File: config.mk
export PLATFORM = sky130hd
export DESIGN_NAME = cs_burst_splitter
export DESIGN_NICKNAME = d
export VERILOG_FILES = /design/src/rtl/cbs_pkg.sv /design/src/rtl/cbs_budget_sel.sv /design/src/rtl/cbs_seg_calc.sv /design/src/rtl/cbs_gap_timer.sv /design/src/rtl/cs_burst_splitter.sv
export SDC_FILE = /design/constraint.sdc
export NUM_CORES = 1
export LEC_CHECK = 0
export CAP_MARGIN = 10
export CORE_UTILIZATION = 40
export DETAILED_ROUTE_END_ITERATION = 8
export PLACE_DENSITY_LB_ADDON = 0.05
export REMOVE_ABC_BUFFERS = 1
export SETUP_SLACK_MARGIN = 0.05
export SYNTH_ARGS = -nofsm -noshare
export SYNTH_HDL_FRONTEND = slang
export SYNTH_SLANG_ARGS = --single-unit
File: constraint.sdc
create_clock -name clk -period 7.1 [get_ports clk]
set_input_delay 1.065 -clock clk [delete_from_list [all_inputs] [get_ports clk]]
set_output_delay 1.065 -clock clk [all_outputs]
set_load 0.005 [all_outputs]
File: src/rtl/cbs_pkg.sv
package cbs_pkg;

  typedef enum logic [1:0] {
    ST_IDLE  = 2'd0,
    ST_OFFER = 2'd1,
    ST_BUSY  = 2'd2,
    ST_GAP   = 2'd3
  } cbs_state_e;

endpackage

File: src/rtl/cbs_budget_sel.sv
module cbs_budget_sel #(
  parameter int MAXB_W = 12
) (
  input  logic              relaxed,
  input  logic [MAXB_W-1:0] short_bytes,
  input  logic [MAXB_W-1:0] long_bytes,
  output logic [MAXB_W-1:0] budget
);

  function automatic logic [MAXB_W-1:0] floor_one(input logic [MAXB_W-1:0] b);
    return (b == '0) ? MAXB_W'(1) : b;
  endfunction

  logic [MAXB_W-1:0] picked;

  always_comb begin
    picked = relaxed ? long_bytes : short_bytes;
    budget = floor_one(picked);
  end

endmodule

File: src/rtl/cbs_seg_calc.sv
module cbs_seg_calc #(
  parameter int ADDR_W    = 24,
  parameter int LEN_W     = 16,
  parameter int MAXB_W    = 12,
  parameter int ROW_BYTES = 1024
) (
  input  logic [ADDR_W-1:0] addr,
  input  logic [LEN_W-1:0]  remaining,
  input  logic [MAXB_W-1:0] budget,
  output logic [LEN_W-1:0]  seg_len,
  output logic              row_limited
);

  localparam int ROW_W = $clog2(ROW_BYTES);
  localparam int CW    = ((LEN_W > MAXB_W) ? LEN_W : MAXB_W) + 2;

  function automatic logic [CW-1:0] room_in_row(input logic [ROW_W-1:0] offs);
    return CW'(ROW_BYTES) - CW'(offs);
  endfunction

  function automatic logic [CW-1:0] min2(input logic [CW-1:0] a, input logic [CW-1:0] b);
    return (a < b) ? a : b;
  endfunction

  logic [CW-1:0] room_w;
  logic [CW-1:0] budget_w;
  logic [CW-1:0] rem_w;
  logic [CW-1:0] cap_w;
  logic [CW-1:0] len_w;

  always_comb begin
    room_w      = room_in_row(addr[ROW_W-1:0]);
    budget_w    = CW'(budget);
    rem_w       = CW'(remaining);
    cap_w       = min2(budget_w, room_w);
    len_w       = min2(cap_w, rem_w);
    row_limited = (room_w < budget_w) && (room_w < rem_w);
    seg_len     = LEN_W'(len_w);
  end

endmodule

File: src/rtl/cbs_gap_timer.sv
module cbs_gap_timer #(
  parameter int GAP_W = 4
) (
  input  logic             clk,
  input  logic             rst_n,
  input  logic             load,
  input  logic [GAP_W-1:0] load_val,
  output logic             last
);

  logic [GAP_W-1:0] cnt_q;

  always_ff @(posedge clk or negedge rst_n) begin
    if (!rst_n) begin
      cnt_q <= '0;
    end else if (load) begin
      cnt_q <= load_val;
    end else if (cnt_q != '0) begin
      cnt_q <= cnt_q - GAP_W'(1);
    end
  end

  assign last = (cnt_q == GAP_W'(1));

endmodule

File: src/rtl/cs_burst_splitter.sv
module cs_burst_splitter #(
  parameter int ADDR_W    = 24,
  parameter int LEN_W     = 16,
  parameter int MAXB_W    = 12,
  parameter int GAP_W     = 4,
  parameter int ROW_BYTES = 1024
) (
  input  logic              clk,
  input  logic              rst_n,
  input  logic              req_valid,
  output logic              req_ready,
  input  logic [ADDR_W-1:0] req_addr,
  input  logic [LEN_W-1:0]  req_len,
  input  logic              req_write,
  input  logic [MAXB_W-1:0] cfg_budget_short,
  input  logic [MAXB_W-1:0] cfg_budget_long,
  input  logic              cfg_relaxed,
  input  logic [GAP_W-1:0]  cfg_gap_cycles,
  output logic              seg_valid,
  input  logic              seg_ready,
  output logic [ADDR_W-1:0] seg_addr,
  output logic [LEN_W-1:0]  seg_len,
  output logic              seg_write,
  input  logic              seg_done,
  output logic              done
);

  import cbs_pkg::*;

  cbs_state_e        state_q;
  logic [ADDR_W-1:0] addr_q;
  logic [LEN_W-1:0]  rem_q;
  logic              wr_q;
  logic [MAXB_W-1:0] bud_q;
  logic              done_q;

  // named internal events
  logic              accept_evt;
  logic              accept_zero;
  logic              seg_fire;
  logic              seg_end;
  logic              bytes_left;
  logic              gap_needed;
  logic              gap_last;
  logic              row_limited;
  logic [MAXB_W-1:0] budget_now;
  logic [LEN_W-1:0]  next_len;

  cbs_budget_sel #(.MAXB_W(MAXB_W)) u_bsel (
    .relaxed     (cfg_relaxed),
    .short_bytes (cfg_budget_short),
    .long_bytes  (cfg_budget_long),
    .budget      (budget_now)
  );

  cbs_seg_calc #(
    .ADDR_W(ADDR_W), .LEN_W(LEN_W), .MAXB_W(MAXB_W), .ROW_BYTES(ROW_BYTES)
  ) u_calc (
    .addr        (addr_q),
    .remaining   (rem_q),
    .budget      (bud_q),
    .seg_len     (next_len),
    .row_limited (row_limited)
  );

  assign accept_evt  = req_valid && (state_q == ST_IDLE);
  assign accept_zero = accept_evt && (req_len == '0);
  assign seg_fire    = (state_q == ST_OFFER) && seg_ready;
  assign seg_end     = (state_q == ST_BUSY) && seg_done;
  assign bytes_left  = (rem_q != '0);
  assign gap_needed  = (cfg_gap_cycles != '0);

  cbs_gap_timer #(.GAP_W(GAP_W)) u_gap (
    .clk      (clk),
    .rst_n    (rst_n),
    .load     (seg_end),
    .load_val (cfg_gap_cycles),
    .last     (gap_last)
  );

  always_ff @(posedge clk or negedge rst_n) begin
    if (!rst_n) begin
      state_q <= ST_IDLE;
      addr_q  <= '0;
      rem_q   <= '0;
      wr_q    <= 1'b0;
      bud_q   <= MAXB_W'(1);
      done_q  <= 1'b0;
    end else begin
      done_q <= 1'b0;
      case (state_q)
        ST_IDLE: begin
          if (accept_evt) begin
            addr_q <= req_addr;
            rem_q  <= req_len;
            wr_q   <= req_write;
            bud_q  <= budget_now;
            if (accept_zero) begin
              done_q <= 1'b1;
            end else begin
              state_q <= ST_OFFER;
            end
          end
        end
        ST_OFFER: begin
          if (seg_fire) begin
            addr_q  <= addr_q + ADDR_W'(next_len);
            rem_q   <= rem_q - next_len;
            state_q <= ST_BUSY;
          end
        end
        ST_BUSY: begin
          if (seg_end) begin
            if (!bytes_left) begin
              done_q  <= 1'b1;
              state_q <= ST_IDLE;
            end else if (gap_needed) begin
              state_q <= ST_GAP;
            end else begin
              state_q <= ST_OFFER;
            end
          end
        end
        ST_GAP: begin
          if (gap_last) begin
            state_q <= ST_OFFER;
          end
        end
        default: state_q <= ST_IDLE;
      endcase
    end
  end

  assign req_ready = (state_q == ST_IDLE);
  assign seg_valid = (state_q == ST_OFFER);
  assign seg_addr  = addr_q;
  assign seg_len   = next_len;
  assign seg_write = wr_q;
  assign done      = done_q;

endmodule

; Yosys cells after proc, flatten, opt, wreduce, memory -nomap -nowiden
; Cells that the tools add are included.
[totals]
register_bits = 60
[op_classes]
n_reduce_logical = 15
magnitude_cmp = 2
eq_ne = 9
mux = 25
add_sub_neg = 4
[op_table]
columns = cell, n
row1 = $mux W16, 3
row2 = $mux W24, 2
row3 = $pmux W24 S2, 1
row4 = $pmux W16 S2, 1
row5 = $add A24 B16 Y24, 1
row6 = $mux W12, 2
row7 = $lt A12 B18 Y1, 1
row8 = $lt A18 B16 Y1, 1
row9 = $mux W18, 1
row10 = $logic_not A16 Y1, 1
row11 = $reduce_bool A16 Y1, 1
row12 = $sub A16 B16 Y16, 1
row13 = $mux W2, 7
row14 = $logic_not A12 Y1, 1
row15 = $sub A11 B10 Y12 const A, 1
row16 = $mux W4, 2
row17 = $pmux W2 S4, 1
row18 = $reduce_bool A4 Y1, 2
row19 = $ne A2 B2 Y1 const B, 3
row20 = $reduce_and A5 Y1, 1
row21 = $eq A2 B2 Y1 const B, 2
row22 = $eq A4 B1 Y1 const B, 1
row23 = $logic_and A1 B1 Y1, 4
row24 = $mux W1, 4
row25 = 8 further kinds, 10

; Depth between registers and ports, before layout
[depth]
depth_word = 8
depth_mapped = 29
depth_no_buf = 28

; Modules after synthesis
; A second synthesis with hierarchy kept.
[hier_totals]
cells_unflattened = 727
area_unflattened_um2 = 6203.4
[modules_own_cells]
columns = module, instances, area_per_inst_um2, cells_per_inst, seq_area_each_um2
row1 = cs_burst_splitter, 1, 4305.4, 502, 1402.6
row2 = cbs_seg_calc, 1, 1405.1, 176, 0.0
row3 = cbs_gap_timer, 1, 265.3, 24, 100.1
row4 = cbs_budget_sel, 1, 227.7, 25, 0.0

; Least setup slack after synthesis
; No wires, ideal clock.
[synth_timing]
path_kind = register to register
from = register addr_q[6] (netlist: seg_addr[6])
to = register addr_q[20] (netlist: seg_addr[20])
setup_time_ns = 0.126
setup_slack_ns = 0.614
t_arrival_ns = 6.361
n_path_buf = 2
required_ns = 6.974
stages_incl_launch_ff = 24
path_cell_list = dfrtp_1 or3_1 or3_1 xnor2_1 ha_1 nand2_1 o31ai_1 buf_2 mux2i_1 ha_1 a21o_1 a21oi_1 o211ai_1 o41ai_4 buf_4 mux2_1 fa_1 a211oi_1 o21ai_1 a32oi_1 o221ai_1 o2111ai_1 mux2i_1 a221o_1
[synth_via]
elab_chain_cells = 8
[synth_rtl]
columns = item, line_no
row1 = start: declaration, cs_burst_splitter.sv:31  ; logic [ADDR_W-1:0] addr_q;
row2 = start signal: assignment, cs_burst_splitter.sv:94  ; addr_q <= req_addr;
row3 = start signal: assignment, cs_burst_splitter.sv:107  ; addr_q <= addr_q + ADDR_W'(next_len);
row4 = $sub A11 B10 Y12 *, cbs_seg_calc.sv:18  ; return CW'(ROW_BYTES) - CW'(offs);
row5 = $lt A12 B18 Y1, cbs_seg_calc.sv:22  ; return (a < b) ? a : b;
row6 = $mux W18 *, cbs_seg_calc.sv:22
row7 = $lt A18 B16 Y1, cbs_seg_calc.sv:22
row8 = $mux W16 *, cbs_seg_calc.sv:22
row9 = named net seg_len[1], cs_burst_splitter.sv:22  ; output logic [LEN_W-1:0] seg_len,
row10 = $add A24 B16 Y24 *, cs_burst_splitter.sv:107
row11 = $mux W24 *, cs_burst_splitter.sv:106  ; if (seg_fire) begin
row12 = $pmux W24 S2 *, cs_burst_splitter.sv:91  ; case (state_q)
; The timed path passes the listed nets; every way through them passes the cells marked *. The select of a mux whose other input is x is not followed.
; A chain may end at the register's enable or synchronous reset.

; Final worst setup path
[layout_timing]
from = register addr_q[2] (netlist: seg_addr[2])
to = output port seg_len[10]
[layout_via]
elab_chain_cells = 5
[layout_rtl]
columns = item, line_no
row1 = $sub A11 B10 Y12 *, cbs_seg_calc.sv:18
row2 = $lt A12 B18 Y1, cbs_seg_calc.sv:22
row3 = $mux W18 *, cbs_seg_calc.sv:22
row4 = $lt A18 B16 Y1, cbs_seg_calc.sv:22
row5 = $mux W16 *, cbs_seg_calc.sv:22
row6 = end: declaration, cs_burst_splitter.sv:22
; Every way passes the cells marked *; elsewhere a longest branch is shown, timed or not.

==> metrics.md <==
| Metric | Value |
|---|---|
| Result of the run | completed |
| Setup repair after global routing missed its margin | false |
| Final Critical Period | slightly below 7 ns |
| Data required time of the worst path | 6.03 ns |
| Largest net degree at the start of global routing | slightly above 60 |
| Yosys Warn Count | 0 |
| Synth top area cells | dfrtp_1, ha_1, mux2i_1 |
| Synthesized netlist cell count | 672 |
| Placed Cells incl. Taps | between 900 and 1000 |
| Area of the core | 13500 um^2 |
| Data arrival time at the worst-slack endpoint | around 5.7 ns |
| Final setup violation count | 0 |
| Unique masters post-synth | 60 |
| Count of pins on the block boundary | between 100 and 150 |
| Total Routed Length | 16.9 mm |
| Synth async-reset ratio | 1.00 |
| Category of the critical setup timing path | reg -> out |
| Antenna violations before repair | 0 |
| Startpoint type of the worst setup path | flop |
| Final routed DRC violation total | 0 |
| Yosys top cell by area | dfrtp_1 |
| Die Width | 121 um |
| Die Y-Extent | around 120 um |
| Vias in the first global route | 5508 |
| Capturing point of the worst reg2reg path | seg_addr[23]$_DFFE_PN0P_ |
| Skew final | about 0.0076 ns |
| Largest fanout of any net on the critical path | 12 |
| Hold Crit Class | reg -> reg |
| Worst Max-Slew Pin Slew | between 0.9 and 1 ns |
| Wirelength per Cell | approximately 17 um |
| Via-to-Cell Ratio | 5.69 |
| Initial detailed-routing violation count | 238 |
| Number of buffers added by the clock tree synthesis step | 9 |
| Slowest cell on the critical path | clkdlybuf4s50_1 |
| Sum of overflow across all layers after global routing | 0 |
| Routability-driven placement congestion ratio | 0.921 |
| Area fraction of the dominant cell type after synthesis | 0.262 |
| Full die area | 14500 um^2 |
| Number of antenna-violating nets in the routed design | 0 |
| Global-route wire length before repair | between 20 and 30 mm |
| Storage cell area | 1500 um^2 |
| Layout Nets | approximately 920 |
| Source of the worst register-to-register timing path | seg_addr[2]$_DFFE_PN0P_ |
| Signed area change from the synthesized netlist to the final layout | 29.9% |
| Combined area of the multi-input logic cells | 3960 um^2 |
| Number of buffer cells added on primary ports | 114 |
| Final HPWL DP | 12.7 mm |
| Non-filler instance count after layout | around 970 |
| Most used flip-flop cell after synthesis | dfrtp_1 |
| 1st-pass router iterations | 5 |
| Layout cells sized above 1 | 0.0619 |
| Maximum number of buffers from clock root to sink | 2 |
| Clock latency at the later pin of the worst-skew pair | approximately 0.34 ns |
| Row cnt | 42 |
| Max Transition Viols Final | 0 |
| Startpoint of the most critical hold path | seg_write$_DFFE_PN0P_ |
| Initial standard-cell utilization of the core | 0.418 |
| EDFF count, synth | 0 |
| Clock tree from TritonCTS | yes |
| Maximum level of the CTS H-tree | 3 |
| Worst slew slack as a fraction of its limit | 0.370 |
| Clock-pin slew reported for the worst setup and hold paths after clock tree synthesis | roughly 0.050 ns |
| Clock tree sinks | 60 |
| Synthesized flop and latch total | 60 |
| Worst Reg2Reg Path Length in Cells | 28 |
| Synth top cells by count | nand2_1, a21oi_1, dfrtp_1, ha_1, mux2i_1 |
| Clock root cell | clkbuf_16 |
| Cell breakdown of the critical path | nor3_2 -> nand3_1 -> or3_1 -> xnor2_2 -> ha_1 -> nand2_1 -> o21ai_1 -> a211oi_2 -> o31ai_4 -> buf_4 -> mux2i_2 -> ha_1 -> a21oi_1 -> o21ai_0 -> nand2_1 -> o211ai_1 -> o21a_1 -> o41ai_4 -> buf_6 -> buf_4 -> mux2_1 -> clkdlybuf4s50_1 |
| Portion of the clock cycle consumed by the worst path in the final layout | 0.949 |
| Endpoint class of the critical path | output pin |
| Post-CTS Hold Buffers | 0 |
| Delay of the slowest cell on the worst path | around 0.48 ns |
| Fill count | between 1000 and 1500 |
| Total standard cell area after synthesis | roughly 5600 um^2 |
| Total count of hold-check failures in the final report | 0 |
| Count of cells along the worst hold path | 1 |
| Share of the yosys chip area belonging to registers | 0.267 |
| Cell family contributing the most delay on the critical path | compound AO/OA/AOI/OAI gates |
| # diodes | 0 |
| Count of max-cap constraint violations | 0 |
| GRT Resource Usage Total | 0.242 |
| Worst path bufs/invs | 4 |
| Library cell with the highest instance count after synthesis | nand2_1 |
| Minimum setup slack among reg-to-reg paths | around 0.40 ns |
| End of the worst hold path | seg_write$_DFFE_PN0P_ |
| Max Clk Rate | between 100 and 150 MHz |
| Syn avg cell area | ~8.4 um^2 |
| Overall via count from detail_route | ~5500 |
## stage by stage
| stage | setup slack (ns) | cell area [um^2] | utilization | TNS [ns] | hold WS (ns) |
|---|---|---|---|---|---|
| after global routing | 0.0748 | 7310 | 0.543 | 0 | 0.535 |
| after floorplan | -0.629 | 5510 | - | -5.60 | 0.478 |
| after CTS | 0.0536 | 7230 | 0.537 | 0 | 0.516 |
| after global placement | 0.288 | 6950 | 0.517 | 0 | 0.489 |
| after detailed placement | -0.00268 | 6950 | 0.517 | -0.00268 | 0.503 |
| final | 0.363 | 7310 | 0.543 | 0 | 0.513 |
## area by class of cell
cell class	count	area share
Clock buffer	14	0.0347
Clock inverter	2	0.00137
Inverter	34	0.0175
Multi-Input combinational cell	554	0.541
Sequential cell	60	0.206
Tap cell	176	0.0301
Timing Repair Buffer	127	0.169
## flip-flops by register name, indices dropped and copies added (netlist names)
register / count
bud_q: 12
done: 1
rem_q: 16
seg_addr: 24
seg_write: 1
state_q: 2
u_gap.cnt_q: 4
## repair_timing
action,CTS,global route
resized for setup,2,12
buffers inserted,0,3
setup endpoints to repair,1,34
pin swaps,0,2
## per-layer routing
layer,GRT usage,vias to the layer above,share of wire
li1,-,2709,-
met1,0.299,2623,0.46
met2,0.421,151,0.48
met3,0.0453,20,0.045
met4,0.0856,0,0.019
met5,0,-,0
## worst max-delay path by stage
stage                             from                  endpoint  slack, ns  cells after the start
3_5_place_dp   seg_addr[2]$_DFFE_PN0P_  seg_addr[20]$_DFFE_PN0P_     -0.003                     25
3_3_place_gp   seg_addr[2]$_DFFE_PN0P_  seg_addr[20]$_DFFE_PN0P_       0.29                     25
6_report       seg_addr[2]$_DFFE_PN0P_               seg_len[10]       0.36                     22
4_1_cts        seg_addr[2]$_DFFE_PN0P_  seg_addr[20]$_DFFE_PN0P_       0.05                     27
2_1_floorplan  seg_addr[6]$_DFFE_PN0P_  seg_addr[20]$_DFFE_PN0P_      -0.63                     21
5_1_grt        seg_addr[2]$_DFFE_PN0P_                seg_len[9]       0.07                     22
## placed cells by master, fill, tap and decap left out, types with 4 or more instances in the layout
cell             instances
nor2b_1                  7
buf_4                   12
mux2_1                   9
nor3_1                  16
nand2b_1                 5
nand4_1                  7
o21ai_1                 43
o21ai_0                  8
dfrtp_1                 59
or3_1                   12
a21o_1                  17
and3_1                  15
nor4_1                  13
mux2_2                   5
a21oi_1                 61
clkdlybuf4s50_1        113
xor2_1                  13
xnor2_1                  9
a31oi_1                  4
nand3_1                 13
a211oi_1                 9
or4_1                    4
clkbuf_16                9
conb_1                   9
ha_1                    58
o21a_1                  10
mux2i_1                 42
a221o_1                  4
inv_1                   31
nand2_1                 65
o22ai_1                  8
clkbuf_1                 4
nor2_1                  33
o211ai_1                 6
## worst reg2reg max path, delay by kind of cell, from the launching register on
family	cells	cell delay (ns)
multiplexers	3	0.73
AO/OA/AOI/OAI	13	2.52
XOR/XNOR	1	0.16
flip-flops	1	0.46
adder cells (fa/ha/maj)	3	0.96
AND/OR/NAND/NOR	6	1.30
buffers and inverters	2	0.43
## cell families (layout without fill, tap and decap cells)
group,count (synthesis),in the layout,share of synthesized area
multiplexers,59,59,0.109
adder cells (fa/ha/maj),60,60,0.136
AND/OR/NAND/NOR,202,202,0.177
other,1,9,0.000667
buffers and inverters,66,177,0.0483
AO/OA/AOI/OAI,201,201,0.226
flip-flops,60,60,0.267
XOR/XNOR,23,23,0.0358
Power is not shown: default switching activity piles up to over one toggle a cycle in this logic, so the estimate is an artifact.
